File: config.mk
export PLATFORM = sky130hd
export DESIGN_NAME = lane_move_unit
export DESIGN_NICKNAME = d
export VERILOG_FILES = /design/src/rtl/lmv_pkg.sv /design/src/rtl/lmv_decode.sv /design/src/rtl/lmv_fill.sv /design/src/rtl/lmv_extract.sv /design/src/rtl/lane_move_unit.sv
export SDC_FILE = /design/constraint.sdc
export NUM_CORES = 1
export LEC_CHECK = 0
export BUFFER_PORTS_ARGS = -buffer_cell sky130_fd_sc_hd__buf_2
export CAP_MARGIN = 20
export CORE_ASPECT_RATIO = 0.6
export CORE_MARGIN = 10
export CORE_UTILIZATION = 35
export CTS_BUF_LIST = sky130_fd_sc_hd__clkbuf_4 sky130_fd_sc_hd__clkbuf_8
export DETAILED_ROUTE_END_ITERATION = 12
export HOLD_SLACK_MARGIN = 0.08
export RECOVER_POWER = 25
export SYNTH_ARGS = -nofsm -noshare
export SYNTH_HDL_FRONTEND = slang
export SYNTH_SLANG_ARGS = --single-unit
export TNS_END_PERCENT = 1
File: constraint.sdc
create_clock -name clk -period 4.4 [get_ports clk]
set_input_delay 0.88 -clock clk [delete_from_list [all_inputs] [get_ports clk]]
set_output_delay 0.88 -clock clk [all_outputs]
set_load 0.01 [all_outputs]
File: src/rtl/lmv_pkg.sv
// Package: shared operation and format codes for the lane move unit.
// Assumes two-bit encodings for both fields, as in the brief.
package lmv_pkg;
    typedef enum logic [1:0] {
        OP_FILL   = 2'd0,
        OP_COPY_S = 2'd1,
        OP_COPY_U = 2'd2,
        OP_RSVD   = 2'd3
    } lmv_op_e;

    typedef enum logic [1:0] {
        FMT_B = 2'd0,
        FMT_H = 2'd1,
        FMT_W = 2'd2,
        FMT_D = 2'd3
    } lmv_fmt_e;
endpackage

File: src/rtl/lmv_decode.sv
// Module: lmv_decode
// Classifies a request as legal or not and flags fills.
// Assumes VEC_W is a multiple of 32 and IDX_W covers the byte lane count.
module lmv_decode #(
    parameter int VEC_W = 128,
    parameter int IDX_W = 4
) (
    input  logic [1:0]       op,
    input  logic [1:0]       fmt,
    input  logic [IDX_W-1:0] idx,
    output logic             legal,
    output logic             is_fill
);
    import lmv_pkg::*;
    localparam int LANES_B = VEC_W / 8;
    localparam int LANES_H = VEC_W / 16;
    localparam int LANES_W = VEC_W / 32;

    logic idx_ok;

    // Range check of the lane index against the lane count of the format
    always_comb begin
        case (lmv_fmt_e'(fmt))
            FMT_B:   idx_ok = ({1'b0, idx} < (IDX_W+1)'(LANES_B));
            FMT_H:   idx_ok = ({1'b0, idx} < (IDX_W+1)'(LANES_H));
            FMT_W:   idx_ok = ({1'b0, idx} < (IDX_W+1)'(LANES_W));
            default: idx_ok = 1'b0;
        endcase
    end

    // Legality: reserved op and doubleword format always fail; fills skip the index check
    always_comb begin
        is_fill = (lmv_op_e'(op) == OP_FILL);
        legal   = (lmv_op_e'(op) != OP_RSVD) && (lmv_fmt_e'(fmt) != FMT_D)
                  && (is_fill || idx_ok);
    end
endmodule

File: src/rtl/lmv_fill.sv
// Module: lmv_fill
// Broadcasts the low part of a scalar into every lane at the chosen size.
// Assumes the format has already been checked; doubleword gives zero.
module lmv_fill #(
    parameter int VEC_W = 128,
    parameter int SCL_W = 32
) (
    input  logic [1:0]       fmt,
    input  logic [SCL_W-1:0] scalar,
    output logic [VEC_W-1:0] vec
);
    import lmv_pkg::*;
    localparam int LANES_B = VEC_W / 8;
    localparam int LANES_H = VEC_W / 16;
    localparam int LANES_W = VEC_W / 32;

    logic [VEC_W-1:0] rep_b, rep_h, rep_w;

    genvar gi;
    generate
        for (gi = 0; gi < LANES_B; gi++) begin : g_b
            assign rep_b[gi*8 +: 8] = scalar[7:0];
        end
        for (gi = 0; gi < LANES_H; gi++) begin : g_h
            assign rep_h[gi*16 +: 16] = scalar[15:0];
        end
        for (gi = 0; gi < LANES_W; gi++) begin : g_w
            assign rep_w[gi*32 +: 32] = scalar[31:0];
        end
    endgenerate

    // Choose the replication matching the lane size
    always_comb begin
        case (lmv_fmt_e'(fmt))
            FMT_B:   vec = rep_b;
            FMT_H:   vec = rep_h;
            FMT_W:   vec = rep_w;
            default: vec = '0;
        endcase
    end
endmodule

File: src/rtl/lmv_extract.sv
// Module: lmv_extract
// Picks one lane of a vector and extends it to scalar width.
// Assumes the index was checked against the lane count beforehand.
module lmv_extract #(
    parameter int VEC_W = 128,
    parameter int SCL_W = 32,
    parameter int IDX_W = 4
) (
    input  logic [1:0]       fmt,
    input  logic             sign_ext,
    input  logic [IDX_W-1:0] idx,
    input  logic [VEC_W-1:0] vec,
    output logic [SCL_W-1:0] scalar
);
    import lmv_pkg::*;
    localparam int LANES_B = VEC_W / 8;
    localparam int LANES_H = VEC_W / 16;
    localparam int LANES_W = VEC_W / 32;
    localparam int BI = $clog2(LANES_B);
    localparam int HI = $clog2(LANES_H);
    localparam int WI = $clog2(LANES_W);

    logic [7:0]  lane_b [LANES_B];
    logic [15:0] lane_h [LANES_H];
    logic [31:0] lane_w [LANES_W];
    logic [7:0]  sel_b;
    logic [15:0] sel_h;

    genvar gi;
    generate
        for (gi = 0; gi < LANES_B; gi++) begin : g_b
            assign lane_b[gi] = vec[gi*8 +: 8];
        end
        for (gi = 0; gi < LANES_H; gi++) begin : g_h
            assign lane_h[gi] = vec[gi*16 +: 16];
        end
        for (gi = 0; gi < LANES_W; gi++) begin : g_w
            assign lane_w[gi] = vec[gi*32 +: 32];
        end
    endgenerate

    // Lane selection and sign or zero extension
    always_comb begin
        sel_b = lane_b[idx[BI-1:0]];
        sel_h = lane_h[idx[HI-1:0]];
        case (lmv_fmt_e'(fmt))
            FMT_B:   scalar = {{(SCL_W-8){sign_ext & sel_b[7]}}, sel_b};
            FMT_H:   scalar = {{(SCL_W-16){sign_ext & sel_h[15]}}, sel_h};
            FMT_W:   scalar = SCL_W'(lane_w[idx[WI-1:0]]);
            default: scalar = '0;
        endcase
    end
endmodule

File: src/rtl/lane_move_unit.sv
// Module: lane_move_unit
// Top of the vector lane move unit: fill (scalar to all lanes) and
// indexed copy (one lane to scalar). The result is registered one cycle later.
// Assumes one request per cycle and no back-pressure; reset is synchronous, active low.
module lane_move_unit #(
    parameter int VEC_W = 128,
    parameter int SCL_W = 32,
    parameter int IDX_W = 4
) (
    input  logic             clk,
    input  logic             rst_n,
    input  logic             req_valid,
    input  logic [1:0]       req_op,
    input  logic [1:0]       req_fmt,
    input  logic [IDX_W-1:0] req_idx,
    input  logic [SCL_W-1:0] req_scalar,
    input  logic [VEC_W-1:0] req_vec,
    output logic             res_valid,
    output logic             res_err,
    output logic [VEC_W-1:0] res_vec,
    output logic [SCL_W-1:0] res_scalar
);
    import lmv_pkg::*;

    logic             legal, is_fill;
    logic [VEC_W-1:0] fill_vec;
    logic [SCL_W-1:0] copy_val;

    lmv_decode #(.VEC_W(VEC_W), .IDX_W(IDX_W)) u_decode (
        .op(req_op), .fmt(req_fmt), .idx(req_idx),
        .legal(legal), .is_fill(is_fill)
    );

    lmv_fill #(.VEC_W(VEC_W), .SCL_W(SCL_W)) u_fill (
        .fmt(req_fmt), .scalar(req_scalar), .vec(fill_vec)
    );

    lmv_extract #(.VEC_W(VEC_W), .SCL_W(SCL_W), .IDX_W(IDX_W)) u_extract (
        .fmt(req_fmt), .sign_ext(lmv_op_e'(req_op) == OP_COPY_S),
        .idx(req_idx), .vec(req_vec), .scalar(copy_val)
    );

    // Result registers: capture on legal requests, pulse valid or error
    always_ff @(posedge clk) begin
        if (!rst_n) begin
            res_valid  <= 1'b0;
            res_err    <= 1'b0;
            res_vec    <= '0;
            res_scalar <= '0;
        end else begin
            res_valid <= req_valid & legal;
            res_err   <= req_valid & ~legal;
            if (req_valid && legal) begin
                if (is_fill) begin
                    res_vec    <= fill_vec;
                    res_scalar <= '0;
                end else begin
                    res_vec    <= '0;
                    res_scalar <= copy_val;
                end
            end
        end
    end
endmodule

==> impl_metrics.yaml <==
place:
  dp.cells: 1060
  place_congestion: 0.857
  place_hpwl_mm: 21.0
  pre_cts_slack_ns: 1.21
  numPortBuffers: 332
power:
  ir_drop_mv: 0.138
  p_leak_nw: 3.40
  p_per_area_nw_per_um2: 245
route:
  viasPerCell: 5.66
  drt-total-wl_mm: 26.1
  wire_per_inst_um: 24.2
  dr.pass1.iters: 5
  antenna_left: 0
  vias: 6093
  detail_route.iter0.violations: 567
  remaining_drc_errors: 0
run:
  cap_violations: 0
synthesis:
  synth_top_family_by_area: "multiplexers"
  synth.yosys.warnings: 0
  synth_cells: 634
  yosys.area_share.adder_pct: 0
  seq_area_frac_synth_pct: 19.9
  synth_mux_area_share_pct: 39.2
  synth_top_area_cell: "mux4_2"
  synth_area_leaders: "mux4_2 (30%), dfxtp_1 (20%), buf_4 (12%)"
  synthesis.area_sq_um: 6630
  synth.avg_cell_area_sq_um: 10.5
  synth-seq-cells: 66
  synth-xor-area-share_pct: 0
  synth_nets: 805
  synthSimpleGateAreaFrac_pct: 8.42
  ys_types: 41
  synth_compound_area_share_pct: 15.5
  synth_top_cell_area_share_pct: 29.6
worst_setup_path:
  critPathRequiredTime_ns: 4.60
  critPathMaxFanout: 31
  worstSetupPathType: "in -> reg"
  crit_chain: "buf_4 > mux4_2 > mux2i_1 > nand2b_1 > nand4_1 > o21ai_0"
  critical_path_arrival_ns: 3.05
  crit_path_end_kind: "flip-flop"
  worst-path-buf-inv: 1
  cp-start-kind: "input pin"
  slowest_stage: "mux4_2"
  cp_slowest_stage_delay_ns: 0.56
  crit_family: "simple AND/OR/NAND/NOR gates"
clock_tree:
  root_buffer: "clkbuf_8"
  cts_tree: "yes"
  path_clk_slew_ns: 0.08
  clock_latency_ns: 0.34
  ctsHoldBuffers: 0
  clkSinkCount: 66
  numCtsBuffers: 9
  cts_setup_buffers: 0
  ctsResizeCount: 0
  ctsHtreeMaxLevel: 3
  clk_path_buf_depth: 2
global_routing:
  grt_pass1_wl_mm: 39.1
  use_met3_pct: 6.94
  grt_overflow: 0
  met2_usage_pct: 28.7
  track_usage_pct: 19.8
  grt_busiest_layer: "met2"
  grt_max_degree: 69
  met1_usage_pct: 28.3
  grt_antenna_before_repair: 1
  grt_pass1_vias: 6164
run_status:
  status: "finished clean"
timing:
  drv_slew: 0
  finalHoldViolCount: 0
  min_period_over_period_pct: 64.7
  rsz0062_at_grt: "no"
  post-route-worst-setup-slack_ns: 1.55
  tightest_slew_ns: 0.940
  setup_violations: 0
  maxSlewHeadroom_pct: 37.3
  period_needed_ns: 2.85
  fmax_ghz: 0.351
  skew_ns: 0
  tns_ns: 0
floorplanning:
  fp.dieW_um: 198
  dieArea_sq_um: 25000
  start_util_pct: 36.2
  chipHeight_um: 127
  ios: 333
  num_rows: 38
  core_sq_um: 18300
finish:
  final_layout_size_suffix_gt1_share_pct: 50.8
  syn_to_final_growth_pct: 18.2
  diodes: 0
  finalNonFillerCells: 1076
  nFillCells: 1837
  fin_nets: 1002
worst_hold_path:
  hold_class: "reg -> reg"
==> metal layers <==
metal / up-vias / wire length [um]
met1: 3040 / 11700
met5: - / 13
met4: 2 / 91
met2: 266 / 11500
met3: 9 / 2690
li1: 2776 / -
==> where the power goes <==
| group | switching [W] | internal, W |
|---|---|---|
| sequential | 0.0000209 | 0.000625 |
| combinational | 0.000334 | 0.000309 |
| clock | 0.000251 | 0.000383 |
| total | 0.000606 | 0.00132 |
==> stage by stage <==
| stage | cell area [sq um] | util [%] | hold slack [ns] | total power [W] |
|---|---|---|---|---|
| after global routing | 7830 | 42.8 | 0.532 | 0.00203 |
| final | 7830 | 42.8 | 0.507 | 0.00192 |
| after detailed placement | 7660 | 41.8 | 0.492 | 0.00131 |
| after global placement | 7630 | 41.7 | 0.468 | 0.00130 |
| after floorplan | 6630 | - | 0.493 | 0.00108 |
| after CTS | 7910 | 43.2 | 0.505 | 0.00195 |
==> cells in the final DEF (no fill, tap or decap), types with 2 or more instances in the layout <==
master,count
a211oi_1,24
a21oi_1,40
a221oi_1,8
a22oi_1,8
and2_1,3
and3_1,8
buf_12,2
buf_2,273
buf_4,14
bufinv_16,2
clkbuf_1,57
clkbuf_8,13
dfxtp_1,66
mux2_2,21
mux2i_1,22
mux4_1,6
mux4_2,87
nand2_1,21
nand2b_1,3
nand3_1,17
nand4_1,2
nor2_1,44
nor2b_1,9
o21ai_0,24
o221ai_1,16
o2bb2ai_1,24
o31ai_1,2
or2_2,7
==> state kept, by name (all words and copies together) (netlist names) <==
register    cells
res_err         1
res_scalar     32
res_valid       1
res_vec        32
==> synthesized netlist by cell type (all sizes together) <==
master and instances:
mux4 94, dfxtp 66, nor2 45, nor2b 10, nand2b 3, and3 8
a22oi 8, o21ai 24, o31ai 2, dlygate4sd1 4, clkinv 1, or2 7
o31a 1, inv 1, nand4 2, a21oi 40, buf 137, mux2 21
a221oi 8, nand2 21, a21o 1, and2 3, o2bb2ai 24, o22ai 1
a211oi 24, o221ai 16, a31oi 1, nor3b 1, mux2i 22, and3b 1
clkbuf 20, nand3 17
==> path summary, 6_finish.rpt <==
path / startpoint / endpoint / slack, ns / depth (start not counted)
max: req_idx[1] / res_scalar[9] / 1.55 / 6
min: res_vec[115] / res_vec[115] / 0.51 / 1
max reg2reg: res_scalar[17] / res_scalar[17] / 3.67 / 2
min reg2reg: res_vec[115] / res_vec[115] / 0.51 / 1
==> cells by family (layout without fill, tap and decap cells) <==
group | after synthesis | count (layout)
AND/OR/NAND/NOR | 118 | 118
multiplexers | 137 | 137
AO/OA/AOI/OAI | 150 | 150
buffers and inverters | 163 | 365
flip-flops | 66 | 66
==> cell type report <==
type	instances	area, sq um	area share, %
multi-input combinational	405	4200	53.7
clock buffer	13	179	2.28
timing repair buffer	347	1750	22.4
sequential	66	1320	16.9
tap	240	300	3.83
clock inverter	3	68.8	0.878
inverter	2	7.51	0.0958
Power figures use the tool's default switching activity.
